File: src/rtl/brk_pkg.sv
// Package: shared register selects, control field positions and the
// pulse-width decode used by the break comparator.
// Assumes: the control register fits in the low 9 bits of the write data.
package brk_pkg;

    typedef enum logic [1:0] {
        SEL_ADDR = 2'd0,
        SEL_MASK = 2'd1,
        SEL_CTRL = 2'd2,
        SEL_STAT = 2'd3
    } brk_sel_e;

    localparam int CTRL_W      = 9;
    localparam int C_RD        = 0;
    localparam int C_WR        = 1;
    localparam int C_BYTE      = 2;
    localparam int C_WORD      = 3;
    localparam int C_CPU       = 4;
    localparam int C_DMA       = 5;
    localparam int C_WID_LO    = 6;
    localparam int C_IRQ_MASK  = 8;
    localparam int MAX_PULSE   = 16;

    // Decode the 2-bit width code into a pulse length in clock periods.
    function automatic int pulse_len(input logic [1:0] code);
        case (code)
            2'b00:   pulse_len = 1;
            2'b01:   pulse_len = 4;
            2'b10:   pulse_len = 8;
            default: pulse_len = MAX_PULSE;
        endcase
    endfunction

endpackage

File: src/rtl/brk_regs.sv
// Module: condition and status registers.
// Holds the compare address, the ignore mask, the control word and the
// sticky hit flag. A hit has priority over a software clear.
// Assumes: ADDR_W <= DATA_W.
module brk_regs
    import brk_pkg::*;
#(
    parameter int ADDR_W = 24,
    parameter int DATA_W = 32
) (
    input  logic              clk,
    input  logic              rst_n,
    input  logic              we,
    input  logic [1:0]        sel,
    input  logic [DATA_W-1:0] wdata,
    input  logic              set_hit,
    output logic [ADDR_W-1:0] cmp_addr,
    output logic [ADDR_W-1:0] addr_mask,
    output logic [CTRL_W-1:0] ctrl,
    output logic              flag,
    output logic              clr_req
);

    // Decode a write-one-to-clear request on the status register.
    always_comb begin
        clr_req = we && (brk_sel_e'(sel) == SEL_STAT) && wdata[0];
    end

    // Load the condition registers from the write port.
    always_ff @(posedge clk) begin
        if (!rst_n) begin
            cmp_addr  <= '0;
            addr_mask <= '0;
            ctrl      <= '0;
        end else if (we) begin
            case (brk_sel_e'(sel))
                SEL_ADDR: cmp_addr  <= wdata[ADDR_W-1:0];
                SEL_MASK: addr_mask <= wdata[ADDR_W-1:0];
                SEL_CTRL: ctrl      <= wdata[CTRL_W-1:0];
                default:  ;
            endcase
        end
    end

    // Keep the sticky flag: set on a hit, cleared on request, hit wins.
    always_ff @(posedge clk) begin
        if (!rst_n) begin
            flag <= 1'b0;
        end else if (set_hit) begin
            flag <= 1'b1;
        end else if (clr_req) begin
            flag <= 1'b0;
        end
    end

endmodule

File: src/rtl/brk_match.sv
// Module: bus-cycle comparator.
// Combinationally compares one monitored cycle with the programmed
// condition. Each qualifier is a pair of allow bits, one per alternative.
// Assumes: monitor inputs are stable around the sampling edge.
module brk_match
    import brk_pkg::*;
#(
    parameter int ADDR_W = 24
) (
    input  logic              valid,
    input  logic [ADDR_W-1:0] addr,
    input  logic              write,
    input  logic              word,
    input  logic              dma,
    input  logic [ADDR_W-1:0] cmp_addr,
    input  logic [ADDR_W-1:0] addr_mask,
    input  logic [CTRL_W-1:0] ctrl,
    output logic              hit
);

    logic [ADDR_W-1:0] bit_ok;
    logic              dir_ok, size_ok, mst_ok;

    // Per-bit address compare; masked bits always pass.
    for (genvar i = 0; i < ADDR_W; i++) begin : g_abit
        assign bit_ok[i] = addr_mask[i] | ~(addr[i] ^ cmp_addr[i]);
    end

    // Pick the allow bit that belongs to each attribute of the cycle.
    always_comb begin
        dir_ok  = write ? ctrl[C_WR]   : ctrl[C_RD];
        size_ok = word  ? ctrl[C_WORD] : ctrl[C_BYTE];
        mst_ok  = dma   ? ctrl[C_DMA]  : ctrl[C_CPU];
        hit     = valid && (&bit_ok) && dir_ok && size_ok && mst_ok;
    end

endmodule

File: src/rtl/brk_pulse.sv
// Module: trigger pulse generator.
// Loads a down-counter on a hit when idle; the output is high while the
// counter is non-zero. Hits during a running pulse are ignored.
// Assumes: width code is sampled in the cycle of the hit.
module brk_pulse
    import brk_pkg::*;
#(
    parameter int CNT_W = $clog2(MAX_PULSE + 1)
) (
    input  logic             clk,
    input  logic             rst_n,
    input  logic             hit,
    input  logic [1:0]       width_code,
    output logic [CNT_W-1:0] cnt,
    output logic             trig
);

    // Count down a running pulse, or start one on an idle hit.
    always_ff @(posedge clk) begin
        if (!rst_n) begin
            cnt <= '0;
        end else if (cnt != '0) begin
            cnt <= cnt - 1'b1;
        end else if (hit) begin
            cnt <= CNT_W'(pulse_len(width_code));
        end
    end

    // Drive the trigger while the pulse counter runs.
    always_comb begin
        trig = (cnt != '0);
    end

endmodule

File: src/rtl/bus_break_unit.sv
// Module: top of the bus-cycle break comparator.
// Ties the register file, the comparator and the pulse generator together
// and gates the interrupt with the mask bit.
// Assumes: one monitored bus cycle per clock at most.
module bus_break_unit
    import brk_pkg::*;
#(
    parameter int ADDR_W = 24,
    parameter int DATA_W = 32
) (
    input  logic              clk,
    input  logic              rst_n,
    input  logic              mon_valid,
    input  logic [ADDR_W-1:0] mon_addr,
    input  logic              mon_write,
    input  logic              mon_word,
    input  logic              mon_dma,
    input  logic              reg_we,
    input  logic [1:0]        reg_sel,
    input  logic [DATA_W-1:0] reg_wdata,
    output logic              irq,
    output logic              trig_out
);

    localparam int CNT_W = $clog2(MAX_PULSE + 1);

    logic [ADDR_W-1:0] cmp_addr, addr_mask;
    logic [CTRL_W-1:0] ctrl;
    logic              flag, clr_req, hit;
    logic [CNT_W-1:0]  pulse_cnt;

    brk_regs #(.ADDR_W(ADDR_W), .DATA_W(DATA_W)) u_regs (
        .clk(clk), .rst_n(rst_n), .we(reg_we), .sel(reg_sel),
        .wdata(reg_wdata), .set_hit(hit), .cmp_addr(cmp_addr),
        .addr_mask(addr_mask), .ctrl(ctrl), .flag(flag), .clr_req(clr_req)
    );

    brk_match #(.ADDR_W(ADDR_W)) u_match (
        .valid(mon_valid), .addr(mon_addr), .write(mon_write),
        .word(mon_word), .dma(mon_dma), .cmp_addr(cmp_addr),
        .addr_mask(addr_mask), .ctrl(ctrl), .hit(hit)
    );

    brk_pulse #(.CNT_W(CNT_W)) u_pulse (
        .clk(clk), .rst_n(rst_n), .hit(hit),
        .width_code(ctrl[C_WID_LO +: 2]), .cnt(pulse_cnt), .trig(trig_out)
    );

    // Present the flag as an interrupt unless masked.
    always_comb begin
        irq = flag & ~ctrl[C_IRQ_MASK];
    end

endmodule

File: config.mk
export PLATFORM = sky130hd
export DESIGN_NAME = bus_break_unit
export DESIGN_NICKNAME = d
export VERILOG_FILES = /design/src/rtl/brk_pkg.sv /design/src/rtl/brk_regs.sv /design/src/rtl/brk_match.sv /design/src/rtl/brk_pulse.sv /design/src/rtl/bus_break_unit.sv
export SDC_FILE = /design/constraint.sdc
export NUM_CORES = 1
export LEC_CHECK = 0
export BUFFER_PORTS_ARGS = -buffer_cell sky130_fd_sc_hd__buf_2
export CELL_PAD_IN_SITES_DETAIL_PLACEMENT = 1
export CELL_PAD_IN_SITES_GLOBAL_PLACEMENT = 1
export CORE_UTILIZATION = 40
export CTS_BUF_LIST = sky130_fd_sc_hd__clkbuf_4 sky130_fd_sc_hd__clkbuf_8
export DETAILED_ROUTE_END_ITERATION = 7
export GPL_TIMING_DRIVEN = 0
export PLACE_DENSITY_LB_ADDON = 0.12
export SYNTH_ARGS = -nofsm -noshare
export SYNTH_HDL_FRONTEND = slang
export SYNTH_SLANG_ARGS = --single-unit
File: constraint.sdc
create_clock -name clk -period 2.5 [get_ports clk]
set_input_delay 0.625 -clock clk [delete_from_list [all_inputs] [get_ports clk]]
set_output_delay 0.625 -clock clk [all_outputs]
set_load 0.005 [all_outputs]
==> implementation parameters <==
Parameter                              Value

Clock network
  Count of H-tree levels built during CTS    3
  Clk slew on worst S/H paths    ~70 ps
  Cell at the root of the clock tree    sky130_fd_sc_hd__clkbuf_8
  Cts-stage hold buffer count    0
  Clock tree from TritonCTS    done
  CTS Buffer Depth    2
  Clock latency reported for the late side of the worst-skew pair    340 ps
  Total CTS buffers    9
  Count of buffers added by post-CTS timing repair for setup    0
  # clock sinks    between 60 and 70
  Cells resized by post-CTS repair    0

Routing
  1st-pass router iterations    4
  Post-route DRC    0
  Final WL    7570 um
  Total number of vias    ~2,500
  Iter 0 DRT Violations    89
  Routed length per instance    roughly 15 um
  Post-DR vias/cell    5.06
  Residual antenna-violating net count after detailed routing    0

Worst setup path
  Startpoint kind of the worst setup timing path    register
  CP bufs+invs    3
  Kind of end point of the critical path    primary output
  Crit path max-delay family    simple AND/OR/NAND/NOR gates
  CP max FO    7
  Register-to-register path setup slack    490 ps
  Launch point of the worst path    u_pulse.cnt[0]
  Series of cell instances along the critical path    inv_1 > ha_1 > nand2_1 > nor2_1 > inv_1 > buf_2
  Worst-path cell with the longest stage delay    sky130_fd_sc_hd__nor2_1
  Data arrival, critical path    ~1600 ps
  Worst setup path category    reg -> out
  Worst R2R Start    u_regs.cmp_addr[9]
  Number of cells on the critical path    6
  Worst Reg-to-Reg Cells    6
  CP max stage delay    340 ps
  Required time at the worst-slack endpoint    1880 ps
  Most numerous cell on the critical path    sky130_fd_sc_hd__inv_1

Global routing
  Antenna violations before repair    0
  Pin count of the biggest net entering global routing    11
  Global-route wire length before repair    about 12,000 um
  Total global routing track utilization    22.7%
  Global-route congestion overflow total    0
  Via count of the first global-routing pass    2,554

Timing
  Hold Vio Cnt, Final    0
  Post-route setup TNS    0 ps
  Max Freq    447 MHz
  Final worst path period share    89.4%
  Worst-case setup margin in the final layout    265 ps
  Max-slew violations    0
  Setup repair after global routing missed its margin    false
  Total setup violations reported at the end of the flow    0
  Final worst clock skew    7.59 ps
  Transition time at the pin with the least slew margin    between 800 and 900 ps
  Final critical path time including I/O delays and setup    about 2200 ps
  Max_slew headroom    42.1%

Layout
  Layout net count    470
  Ratio of cells with drive above 1 in the final layout    20.0%
  Area growth from synthesis to layout    20.4%
  Final non-filler cell area    ~3400 um2
  Diodes inserted    0
  Final cell utilization of the core    49.7%
  Number of fillers in the final layout    roughly 860
  Multi-input gate area in the final layout    1440 um2
  Combined flip-flop and latch cell area    1260 um2

Power and ir drop
  Power per unit of standard cell area    710 nW/um2
  Total power of the final layout    2.38 mW
  Lkg Pwr    between 1 and 1.5 nW
  Worst supply voltage drop on vdd    about 0.00026 V

Yosys
  Number of synthesized register bits    63
  Cell area after technology mapping    between 2000 and 3000 um2
  Synth unique cells    29
  Nets in the synthesized netlist    403
  Syn avg cell area    8.27 um2
  Proportion of synthesized chip area in sequential cells    45.3%
  Syn Inst Count    337
  Warnings from Yosys    0

Floorplan
  Die ar.    7300 um2
  Horizontal extent of the die    ~85 um
  Num ports    67
  Initial Util    between 40% and 50%
  Number of placement rows    30
  Die Height    85.5 um
  CORE AREA    6760 um2

Placement
  Instance area after placement    3170 um2
  Dpl ws    62.4 ps
  # port buffers    56
  Global placer's final weighted congestion    0.740
  Detailed placer's ending HPWL    around 5700 um

Min path
  Type of the worst min-delay path    reg -> reg
  Worst hold path depth    2
  Startpoint of the lowest-slack hold path    u_regs.ctrl[1]

Run status
  Result of the run    completed

Run
  Maxcap violations    0
worst paths after layout:
| kind | end |
|---|---|
| worst min register to register | u_regs.ctrl[1] |
| worst max register to register | u_pulse.cnt[4] |
| worst max-delay path | trig_out |
| worst min-delay path | u_regs.ctrl[1] |
placed cells by master (no fill, tap or decap), drive strengths merged, types with 4 or more instances in the layout:
cell	Yosys	layout
a21boi	59	59
clkbuf	19	35
buf	0	56
dfxtp	63	63
xnor2	25	25
nand2	121	121
nor2	6	6
o22ai	12	12
inv	4	4
where the power goes:
group          switching, mW  internal, mW  total [mW]
clock                  0.379         0.472       0.851
sequential            0.0429          1.07        1.11
combinational          0.235         0.188       0.423
total                  0.657          1.73        2.38
kinds of logic (layout without fill, tap and decap cells):
| logic type | after synthesis | after routing | share of synthesized area (%) |
|---|---|---|---|
| and+or+nand+nor | 144 | 144 | 22.0 |
| AOI/OAI and AO/OA | 77 | 77 | 19.8 |
| DFF | 63 | 63 | 45.3 |
| xor gates and xnor gates | 26 | 26 | 8.17 |
| buffers and inverters | 23 | 95 | 3.10 |
| muxes | 3 | 3 | 1.21 |
| adders and majority gates | 1 | 1 | 0.449 |
sequential cells by signal, indices dropped and copies added, names as in the netlist:
register          flops
u_regs.addr_mask     24
u_regs.cmp_addr      24
u_regs.ctrl           9
u_pulse.cnt           5
u_regs.flag           1
worst min-delay path: stages, from the launching register on:
cell	delay (ps)
sky130_fd_sc_hd__dfxtp_1	310
sky130_fd_sc_hd__nand2_1	50
sky130_fd_sc_hd__a21boi_0	60
layer usage:
layer	GRT usage, %	vias to the layer above	share of wire (%)	routed length (um)
met5	0	-	0	0
met4	8.18	0	1.6	119
met3	4.77	10	3.1	237
met2	37.4	44	47	3590
met1	29.5	1173	48	3620
li1	-	1248	-	-
through the flow:
step | hold slack, ps | std cells
6_report | 467 | 489
3_5_place_dp | 462 | 473
2_1_floorplan | 439 | 337
5_1_grt | 477 | 489
4_1_cts | 471 | 489
3_3_place_gp | 451 | 473
area by class of cell:
type                    count  area share [%]
multi-input cells         251            42.9
flip-flops and latches     63            37.6
repair buffers             56            8.35
clock buffers              16            5.63
well taps                  80            2.98
plain buffers              19            2.13
inverters                   4           0.447
synthesized netlist by cell type:
library cell	n	area share, %
sky130_fd_sc_hd__a21boi_1	2	0.54
sky130_fd_sc_hd__nor2_1	6	0.81
sky130_fd_sc_hd__a21oi_1	1	0.18
sky130_fd_sc_hd__or2_2	1	0.22
sky130_fd_sc_hd__o21ai_0	2	0.36
sky130_fd_sc_hd__inv_1	4	0.54
sky130_fd_sc_hd__nand4_2	1	0.45
sky130_fd_sc_hd__o21a_1	1	0.27
sky130_fd_sc_hd__or4_1	1	0.27
sky130_fd_sc_hd__o22ai_1	12	2.7
sky130_fd_sc_hd__or3_2	1	0.27
sky130_fd_sc_hd__nor3b_1	1	0.27
sky130_fd_sc_hd__nor2b_1	2	0.45
sky130_fd_sc_hd__nor4_1	1	0.22
sky130_fd_sc_hd__clkbuf_1	19	2.6
sky130_fd_sc_hd__xor2_1	1	0.31
sky130_fd_sc_hd__xnor2_1	25	7.9
sky130_fd_sc_hd__a21boi_0	57	15
sky130_fd_sc_hd__nor3_1	2	0.36
sky130_fd_sc_hd__nand2_1	121	16
sky130_fd_sc_hd__ha_1	1	0.45
sky130_fd_sc_hd__a31oi_1	2	0.45
sky130_fd_sc_hd__mux2_2	3	1.2
sky130_fd_sc_hd__nand4_1	1	0.22
sky130_fd_sc_hd__nor4_2	2	0.90
sky130_fd_sc_hd__or3b_2	2	0.63
sky130_fd_sc_hd__nand3b_1	1	0.27
sky130_fd_sc_hd__and3b_1	1	0.31
sky130_fd_sc_hd__dfxtp_1	63	45
Note: power is estimated with default switching activity, not from simulation.
